[config.mk]
export PLATFORM = sky130hd
export DESIGN_NAME = uart_tx_path
export DESIGN_NICKNAME = d
export VERILOG_FILES = /design/src/rtl/uart_tx_pkg.sv /design/src/rtl/uart_tx_fifo.sv /design/src/rtl/uart_tx_timer.sv /design/src/rtl/uart_tx_path.sv
export SDC_FILE = /design/constraint.sdc
export NUM_CORES = 1
export LEC_CHECK = 0
export ABC_AREA = 1
export BUFFER_PORTS_ARGS = -buffer_cell sky130_fd_sc_hd__buf_4
export CAP_MARGIN = 0
export CORE_ASPECT_RATIO = 0.9
export CORE_MARGIN = 2
export CORE_UTILIZATION = 28
export DETAILED_ROUTE_END_ITERATION = 6
export GPL_TIMING_DRIVEN = 0
export PLACE_DENSITY_LB_ADDON = 0.1
export SLEW_MARGIN = 15
export SYNTH_ARGS = -nofsm -noshare
export SYNTH_HDL_FRONTEND = slang
export SYNTH_SLANG_ARGS = --single-unit
export TNS_END_PERCENT = 10
[constraint.sdc]
create_clock -name clk -period 2.5 [get_ports clk]
set_input_delay 0.5 -clock clk [delete_from_list [all_inputs] [get_ports clk]]
set_output_delay 0.5 -clock clk [all_outputs]
set_load 0.05 [all_outputs]
[src/rtl/uart_tx_pkg.sv]
package uart_tx_pkg;

  typedef struct packed {
    logic [1:0] wlen;
    logic       two_stop;
    logic       par_en;
  } frame_fmt_t;

  // Half-bit units in one frame: start, data, optional parity, stop.
  function automatic logic [4:0] half_bit_count(frame_fmt_t f);
    logic [4:0] n;
    n = 5'd12 + {2'b00, f.wlen, 1'b0};
    if (f.par_en) n = n + 5'd2;
    if (f.two_stop) n = n + 5'd4;
    else if (f.wlen != 2'd0) n = n + 5'd2;
    else n = n + 5'd3;
    return n;
  endfunction

  // Core clocks the shifter stays busy; never less than one.
  function automatic logic [31:0] frame_clocks(frame_fmt_t f, logic [31:0] div,
                                               logic [31:0] tick);
    logic [31:0] t;
    t = (div * {27'd0, half_bit_count(f)}) >> 1;
    t = t * tick;
    if (t == 32'd0) t = 32'd1;
    return t;
  endfunction

endpackage

[src/rtl/uart_tx_fifo.sv]
module uart_tx_fifo #(
  parameter int DATA_W = 8,
  parameter int DEPTH  = 16
) (
  input  logic                      clk,
  input  logic                      rst_n,
  input  logic                      clr,
  input  logic                      deep,
  input  logic                      push,
  input  logic [DATA_W-1:0]         push_data,
  input  logic                      pop,
  output logic [DATA_W-1:0]         head,
  output logic [$clog2(DEPTH+1)-1:0] count
);
  localparam int PTR_W = $clog2(DEPTH);
  localparam int CNT_W = $clog2(DEPTH + 1);

  logic [DATA_W-1:0] mem [DEPTH];
  logic [PTR_W-1:0]  wr_ptr, rd_ptr;
  logic [CNT_W-1:0]  cnt_q;
  logic [CNT_W-1:0]  limit;
  logic              full;
  logic              grow;

  function automatic logic [PTR_W-1:0] bump(logic [PTR_W-1:0] p, logic wide);
    if (!wide || p == PTR_W'(DEPTH - 1)) return '0;
    return p + 1'b1;
  endfunction

  assign limit = deep ? CNT_W'(DEPTH) : CNT_W'(1);
  assign full  = (cnt_q >= limit);
  assign grow  = push && !full;
  assign head  = mem[rd_ptr];
  assign count = cnt_q;

  always_ff @(posedge clk) begin
    if (push && !clr) mem[wr_ptr] <= push_data;
  end

  always_ff @(posedge clk or negedge rst_n) begin
    if (!rst_n) begin
      wr_ptr <= '0;
      rd_ptr <= '0;
      cnt_q  <= '0;
    end else if (clr) begin
      wr_ptr <= '0;
      rd_ptr <= '0;
      cnt_q  <= '0;
    end else begin
      if (pop)  rd_ptr <= bump(rd_ptr, deep);
      if (grow) wr_ptr <= bump(wr_ptr, deep);
      case ({grow, pop})
        2'b10:   cnt_q <= cnt_q + 1'b1;
        2'b01:   cnt_q <= cnt_q - 1'b1;
        default: cnt_q <= cnt_q;
      endcase
    end
  end
endmodule

[src/rtl/uart_tx_timer.sv]
module uart_tx_timer #(
  parameter int TMR_W = 32
) (
  input  logic             clk,
  input  logic             rst_n,
  input  logic             start,
  input  logic [TMR_W-1:0] start_val,
  output logic             busy,
  output logic             fin
);
  logic [TMR_W-1:0] cnt_q;

  assign fin = busy && (cnt_q == TMR_W'(1));

  always_ff @(posedge clk or negedge rst_n) begin
    if (!rst_n) begin
      busy  <= 1'b0;
      cnt_q <= '0;
    end else if (start) begin
      busy  <= 1'b1;
      cnt_q <= start_val;
    end else if (fin) begin
      busy  <= 1'b0;
      cnt_q <= '0;
    end else if (busy) begin
      cnt_q <= cnt_q - 1'b1;
    end
  end
endmodule

[src/rtl/uart_tx_path.sv]
module uart_tx_path
  import uart_tx_pkg::*;
#(
  parameter int DATA_W     = 8,
  parameter int FIFO_DEPTH = 16,
  parameter int TICK_DIV   = 16,
  parameter int DIV_W      = 16
) (
  input  logic              clk,
  input  logic              rst_n,
  input  logic              thr_wr,
  input  logic [DATA_W-1:0] thr_data,
  input  logic [1:0]        word_len,
  input  logic              two_stop,
  input  logic              parity_en,
  input  logic              break_en,
  input  logic [DIV_W-1:0]  divisor,
  input  logic              fifo_mode,
  input  logic              fifo_clr,
  input  logic              loop_en,
  output logic              thr_empty,
  output logic              tsr_empty,
  output logic              tx_irq_pend,
  output logic              char_done,
  output logic [DATA_W-1:0] char_data,
  output logic              break_done,
  output logic [DATA_W-1:0] loop_data
);
  localparam int CNT_W = $clog2(FIFO_DEPTH + 1);
  localparam int TMR_W = 32;

  // Named internal events, also observed by the checker.
  logic              clr_evt;
  logic              brk_edge;
  logic              fin_evt;
  logic              fin_ok;
  logic              load_evt;
  logic              drain_evt;
  logic              tmr_start;
  logic              tmr_busy;
  logic              emit_char;
  logic              emit_loop;
  logic              emit_break;
  logic [CNT_W-1:0]  fifo_count;
  logic [DATA_W-1:0] fifo_head;
  logic [TMR_W-1:0]  frame_clk;
  logic [TMR_W-1:0]  start_val;
  frame_fmt_t        fmt;

  logic              brk_q, mode_q, is_brk_q;
  logic [DATA_W-1:0] shift_q;
  logic              thr_empty_q, pend_q;
  logic              char_done_q, break_done_q;
  logic [DATA_W-1:0] char_data_q, loop_q;

  assign fmt       = '{wlen: word_len, two_stop: two_stop, par_en: parity_en};
  assign frame_clk = frame_clocks(fmt, 32'(divisor), 32'(TICK_DIV));

  assign clr_evt   = fifo_clr || (fifo_mode != mode_q);
  assign brk_edge  = tmr_busy && (break_en != brk_q);
  assign fin_ok    = fin_evt && !brk_edge;
  assign load_evt  = !clr_evt && (fifo_count != '0) && (!tmr_busy || fin_ok);
  assign drain_evt = load_evt && (fifo_count == CNT_W'(1));
  assign tmr_start = load_evt || brk_edge;
  assign start_val = break_en ? TMR_W'(1) : frame_clk;

  assign emit_break = fin_ok && is_brk_q;
  assign emit_char  = fin_ok && !is_brk_q && !loop_en;
  assign emit_loop  = fin_ok && !is_brk_q && loop_en;

  uart_tx_fifo #(.DATA_W(DATA_W), .DEPTH(FIFO_DEPTH)) u_fifo (
    .clk       (clk),
    .rst_n     (rst_n),
    .clr       (clr_evt),
    .deep      (fifo_mode),
    .push      (thr_wr),
    .push_data (thr_data),
    .pop       (load_evt),
    .head      (fifo_head),
    .count     (fifo_count)
  );

  uart_tx_timer #(.TMR_W(TMR_W)) u_timer (
    .clk       (clk),
    .rst_n     (rst_n),
    .start     (tmr_start),
    .start_val (start_val),
    .busy      (tmr_busy),
    .fin       (fin_evt)
  );

  always_ff @(posedge clk or negedge rst_n) begin
    if (!rst_n) begin
      brk_q        <= 1'b0;
      mode_q       <= 1'b0;
      is_brk_q     <= 1'b0;
      shift_q      <= '0;
      thr_empty_q  <= 1'b1;
      pend_q       <= 1'b0;
      char_done_q  <= 1'b0;
      break_done_q <= 1'b0;
      char_data_q  <= '0;
      loop_q       <= '0;
    end else begin
      brk_q        <= break_en;
      mode_q       <= fifo_mode;
      char_done_q  <= emit_char;
      break_done_q <= emit_break;
      if (emit_char) char_data_q <= shift_q;
      if (emit_loop) loop_q <= shift_q;
      if (load_evt)  shift_q <= fifo_head;
      if (tmr_start) is_brk_q <= break_en;
      if (clr_evt) begin
        thr_empty_q <= 1'b1;
        pend_q      <= fifo_mode;
      end else if (thr_wr) begin
        thr_empty_q <= 1'b0;
        pend_q      <= 1'b0;
      end else if (drain_evt) begin
        thr_empty_q <= 1'b1;
        pend_q      <= 1'b1;
      end
    end
  end

  assign thr_empty   = thr_empty_q;
  assign tsr_empty   = !tmr_busy;
  assign tx_irq_pend = pend_q;
  assign char_done   = char_done_q;
  assign char_data   = char_data_q;
  assign break_done  = break_done_q;
  assign loop_data   = loop_q;
endmodule

==> qor.yml, run 1 <==
status: "complete, but fails checks"
failed_checks: "negative hold slack, negative setup slack"
synth_edf_count: 128
ios: 56
pre_cts_ws_ps: -2990
grt_pass1_vias: 10000
critPathLaunchType: "primary input"
rsz0062_at_grt: "yes"
yosysTopAreaCellShare_pct: 31.3
yosysSeqAreaShare_pct: 47.0
num-fill-cells: 4469
clock_skew_ps: 16.4
stdcell_area_mm2: 0.0150
core-area_mm2: 0.0432
drtPass1Iterations: 5
ys_dominant_reg_cell: "edfxtp_1"
cap_violations: 0
synth.cell_area_mm2: 0.0123
cpMostUsedCell: "nand2_1"
die_w_um: 225
synth_largest_area_cell: "edfxtp_1"
hold_violations: 11
r2r_start: "u_fifo.rd_ptr[0]"
grt_pass1_wl_mm: 57.4
syn_area_per_cell_um2: 8.96
r2r_end: "shift_q[7]"
ff2ff_path_depth: 8
die_h_um: 203
ant_nets: 0
clk_latency_ps: 540
area_growth_pct: 22.4
p_per_area_mw_per_mm2: 972
synth_warnings: 0
rows: 72
cts_root_buf: "clkbuf_16"
grt-ovfl-total: 0
cts.path.max_buffers: 3
synth_most_common_cell: "nor2_1"
crit_end: "u_timer.cnt_q[0]"
antenna_found_initial: 0
synthTopCellsByArea: "edfxtp_1 (31%), dfrtp_1 (15%), nor2_1 (7.2%)"
syn_inst: 1370
setup_ws_ps: -2060
drt_iter0_markers: 561
power_leakage_nw: 6.28
worstSetupStartpoint: "word_len[0]"
cts_max_level: 1
cp-end-kind: "flop"
irDropWorstVdd_mv: 0.388
via_per_inst: 4.74
wl_mm: 35.9
synthArstFlopShare_pct: 37.6
cts_tree: "done"
grt_usage_pct: 16.2
cts_made_buffers: 24
dieArea_mm2: 0.0455
fmax_mhz: 219
setup_tns_ps: -29880
vias: 9693
critPathSlowestCell: "fa_1"
start_util_pct: 28.4
yosys-top-cells-count: "nor2_1 (236), nand2_1 (225), inv_1 (169)"
place_area_mm2: 0.0138
port_buffers: 55
cp.arrival_ps: 5020
worst-setup-path-type: "primary input to flop"
n_antenna_cell: 0
synth_fp_nets: 1493
nets: 1594
synth_seq_cells: 205
ff2ff_setup_slack_ps: -20
worst_slew_pin_slew_ps: 1070
slew-limit-headroom_pct: 28.2
slew_violations: 0
period_needed_ps: 4560
cts_sinks: 205
period_share_pct: 182
gp_congestion: 0.771
crit_required_ps: 2960
post_drt_wl_per_cell_um: 17.6
drive_gt1_share_pct: 20.7
cp_slowest_stage_delay_ps: 520
synth_cell_types: 50
crit_fanout: 5
path_clk_slew_ps: 60
hp-class: "primary input to async pin"
holdWs_ps: -29.1
grt_max_degree: 78
post-dp-hpwl_mm: 26.2
setup_viol_count_final: 21
drc: 0
-- timing repair --
item	CTS	global route
gates resized for setup	35	67
hold buffers	0	0
buffers inserted	10	5
cloned	2	0
pin swaps	24	36
endpoints found under the setup margin	22	54
-- registers in the layout, summed over array words and instances (netlist names), 4 cells and up --
signal / flops
loop_data: 8
u_fifo.wr_ptr: 4
u_fifo.mem: 128
u_fifo.rd_ptr: 4
u_timer.cnt_q: 32
u_fifo.count: 5
char_data: 8
shift_q: 8
-- worst max-delay path: cells and delay by family --
kind                       cells  cell delay [ps]
buffers and inverters          7              600
and+or+nand+nor               14             1200
AOI/OAI and AO/OA              3              430
xor gates and xnor gates       1              140
adders and majority gates      6             2130
-- layout make-up --
class                           instances  area [um^2]  share of cell area [%]
Clock inverter                         14          153                    1.02
Inverter                              178          681                    4.53
Sequential cell                       205         5770                    38.4
Clock buffer                           30          643                    4.28
Multi-Input combinational cell        943         6220                    41.4
Timing Repair Buffer                   75          604                    4.02
Tap cell                              555          694                    4.62
Buffer                                 44          253                    1.68
-- cell usage in the layout, fill, tap and decap left out, drive strengths merged, types with 12 or more instances in the layout --
master and instances:
inv 175, a21oi 48, nor2 244, o22ai 12, clkinv 12, ha 46
xor2 14, nand3 66, nand4 14, o21ai 115, buf 92, o221ai 22
o211ai 15, clkbuf 57, edfxtp 128, dfrtp 76, nand2 237, nor3 17
fa 42
-- kinds of logic (layout without fill, tap and decap cells) --
kind of cell    count (synthesis)  after routing  synth area share [%]
buf+inv                       222            341                  7.22
simple gates                  594            594                  20.8
compound gates                237            237                  11.8
xor+xnor                       24             24                  1.71
fa+ha+maj                      88             88                  11.5
flops                         205            205                  47.0
-- layer usage --
metal,vias up,global-route usage (%),part of all wire [%]
met2,142,27.1,47
li1,4766,-,-
met3,41,2.23,3.7
met4,0,2.93,1.5
met1,4744,22.5,48
met5,-,0,0
-- how the worst min path moves through the flow --
stage,cells past startpoint,from,end
4_1_cts,1,fifo_mode,mode_q
6_report,1,rst_n,u_timer.cnt_q[8]
2_1_floorplan,0,rst_n,break_done
3_3_place_gp,2,char_data[5],char_data[5]
5_1_grt,1,rst_n,u_timer.cnt_q[8]
3_5_place_dp,2,char_data[0],char_data[0]
-- stage by stage --
| stage | utilization [%] | instances | total power (W) | hold WS [ps] |
|---|---|---|---|---|
| 3_3_place_gp | 31.8 | 1980 | 0.0105 | 471 |
| 6_report | 34.8 | 2044 | 0.0146 | -29.1 |
| 2_1_floorplan | - | 1370 | 0.00887 | 204 |
| 4_1_cts | 34.3 | 2039 | 0.0144 | 102 |
| 5_1_grt | 34.8 | 2044 | 0.0158 | 83.2 |
| 3_5_place_dp | 31.9 | 1983 | 0.0105 | 481 |
-- report_power, final --
| group | internal (W) | switching, W |
|---|---|---|
| registers | 0.00391 | 0.000291 |
| logic | 0.00249 | 0.00432 |
| clock network | 0.00213 | 0.00145 |
(Power assumes the default switching activity.)
==> inputs of run 2 (changes only) <==
--- a/config.mk
+++ b/config.mk
@@ -8,7 +8,7 @@
 export ABC_AREA = 1
 export BUFFER_PORTS_ARGS = -buffer_cell sky130_fd_sc_hd__buf_4
 export CAP_MARGIN = 0
-export CORE_ASPECT_RATIO = 0.9
+export CORE_ASPECT_RATIO = 1.1
 export CORE_MARGIN = 2
 export CORE_UTILIZATION = 28
 export DETAILED_ROUTE_END_ITERATION = 6
==> qor.yml, run 2 (synthesis results as in run 1) <==
worst-setup-path-type: "primary input to flop"  # unchanged
gp_congestion: 0.783  # was 0.771
failed_checks: "negative setup slack"  # was negative hold slack, negative setup slack
largestRegisters: "u_fifo.mem: 128 flops, u_timer.cnt_q: 32 flops"  # unchanged
cpMostUsedCell: "nand2_2"  # was nand2_1
crit_required_ps: 2980  # was 2960 ps
critPathSlowestCell: "fa_1"  # unchanged
pre_cts_ws_ps: -2930  # was -2990 ps
grt_pass1_vias: 10200  # was 10000
power_leakage_nw: 6.41  # was 6.28 nW
setup_viol_count_final: 19  # was 21
clock_skew_ps: 33.9  # was 16.4 ps
cp_slowest_stage_delay_ps: 560  # was 520 ps
period_needed_ps: 4600  # was 4560 ps
critPathLaunchType: "primary input"  # unchanged
clk_latency_ps: 550  # was 540 ps
irDropWorstVdd_mv: 0.533  # was 0.388 mV
drive_gt1_share_pct: 24.0  # was 20.7%
port_buffers: 55  # unchanged
cp.arrival_ps: 5080  # was 5020 ps
worst_slew_pin_slew_ps: 974  # was 1070 ps
crit_fanout: 5  # unchanged
layout_commonest_cell: "nor2_1"  # unchanged
setup_ws_ps: -2100  # was -2060 ps
die_w_um: 204  # was 225 um
hold_violations: 0  # was 11
post_drt_wl_per_cell_um: 17.3  # was 17.6 um
antenna_found_initial: 0  # unchanged
slew_violations: 0  # unchanged
ios: 56  # unchanged
period_share_pct: 184  # was 182%
nets: 1607  # was 1594
num-fill-cells: 4452  # was 4469
hp-class: "primary input to async pin"  # unchanged
n_antenna_cell: 0  # unchanged
placedCellCount: 2001  # was 1983
cap_violations: 0  # unchanged
path_clk_slew_ps: 60  # about the same
cts_root_buf: "clkbuf_16"  # unchanged
p_per_area_mw_per_mm2: 986  # was 972 mW/mm^2
grt-ovfl-total: 0  # unchanged
area_growth_pct: 25.4  # was 22.4%
slew-limit-headroom_pct: 34.8  # was 28.2%
cts.path.max_buffers: 3  # unchanged
ff2ff_path_depth: 9  # was 8
fin_cells: 2076  # was 2044
post-dp-hpwl_mm: 26.2  # about the same
vias: 9627  # was 9693
dieArea_mm2: 0.0455  # about the same
r2r_end: "u_timer.cnt_q[9]"  # was shift_q[7]
drtPass1Iterations: 5  # unchanged
p_total_w: 0.0152  # was 0.0146 W
cts_made_buffers: 26  # was 24
wl_mm: 36.0  # was 35.9 mm
grt_usage_pct: 16.1  # was 16.2%
rows: 80  # was 72
cts_max_level: 1  # unchanged
r2r_start: "u_fifo.count[0]"  # was u_fifo.rd_ptr[0]
grt_max_degree: 78  # unchanged
core-area_mm2: 0.0433  # was 0.0432 mm^2
status: "complete, but fails checks"  # unchanged
cts_sinks: 205  # unchanged
cts_tree: "done"  # unchanged
via_per_inst: 4.64  # was 4.74
die_h_um: 224  # was 203 um
regMostFlops: "u_fifo.mem"  # unchanged
final_cell_mix: "nor2_1 (213), nand2_1 (168), inv_1 (145)"  # was nor2_1 (218), nand2_1 (192), inv_1 (150)
ant_nets: 0  # unchanged
start_util_pct: 28.3  # was 28.4%
cp-end-kind: "flop"  # unchanged
largest_reg_flops: 128  # unchanged
fmax_mhz: 218  # was 219 MHz
rsz0062_at_grt: "yes"  # unchanged
drt_iter0_markers: 555  # was 561
ff2ff_setup_slack_ps: 90  # was -20 ps
drc: 0  # unchanged
grt_pass1_wl_mm: 57.1  # was 57.4 mm
-- run 2: metrics by stage --
stage / hold WS [ps] / area (um^2) / utilization [%] / TNS, ps
floorplan: 204 / 12600 / - / -31840
global placement: 473 / 13800 / 31.7 / -60910
detailed placement: 477 / 13800 / 31.8 / -52340
CTS: 134 / 15000 / 34.5 / -32350
global route: 90.6 / 15400 / 35.5 / -36020
finish: 30.6 / 15400 / 35.5 / -32440
-- run 2: repair_timing --
action | CTS | global route
resized for setup | 51 | 111
hold buffers | 0 | 0
setup endpoints to repair | 20 | 23
setup buffers | 20 | 9
gates cloned | 1 | 0
pin swaps | 50 | 71
-- run 2: layout make-up --
type | instances | area (um^2) | share of cell area [%]
Timing Repair Buffer | 86 | 698 | 4.54
Buffer | 44 | 254 | 1.65
Multi-Input combinational cell | 943 | 6410 | 41.7
Tap cell | 574 | 718 | 4.67
Clock buffer | 33 | 697 | 4.53
Clock inverter | 13 | 153 | 0.992
Sequential cell | 205 | 5770 | 37.5
Inverter | 178 | 683 | 4.44
-- run 2: layer usage --
metal  share of wire [%]  wire [um]  vias up  global-route usage, %
met3                 2.7        974       38                   1.79
li1                    -          -     4791                      -
met4                 1.4        501        0                   3.01
met1                  45      16300     4692                   20.7
met5                   0          0        -                      0
met2                  51      18200      106                   29.0
-- run 2: how the worst max path moves through the flow --
stage,from,to,slack (ps),depth (start not counted)
final,word_len[0],u_timer.cnt_q[0],-2100,32
after detailed placement,parity_en,u_timer.cnt_q[0],-2930,33
after global placement,parity_en,u_timer.cnt_q[0],-2890,33
after CTS,word_len[0],u_timer.cnt_q[0],-2110,33
after global routing,word_len[1],u_timer.cnt_q[0],-2310,30
after floorplan,word_len[0],u_timer.cnt_q[0],-2010,26
-- run 2: report_power, final --
part           switching (W)  internal [W]
Combinational        0.00449       0.00274
Sequential          0.000287       0.00391
Clock                0.00146       0.00227
-- run 2: worst max-delay path: cells and delay by family --
kind | cells | cell delay [ps]
compound gates | 3 | 490
fa+ha+maj | 6 | 2260
buf+inv | 6 | 530
simple gates | 17 | 1290
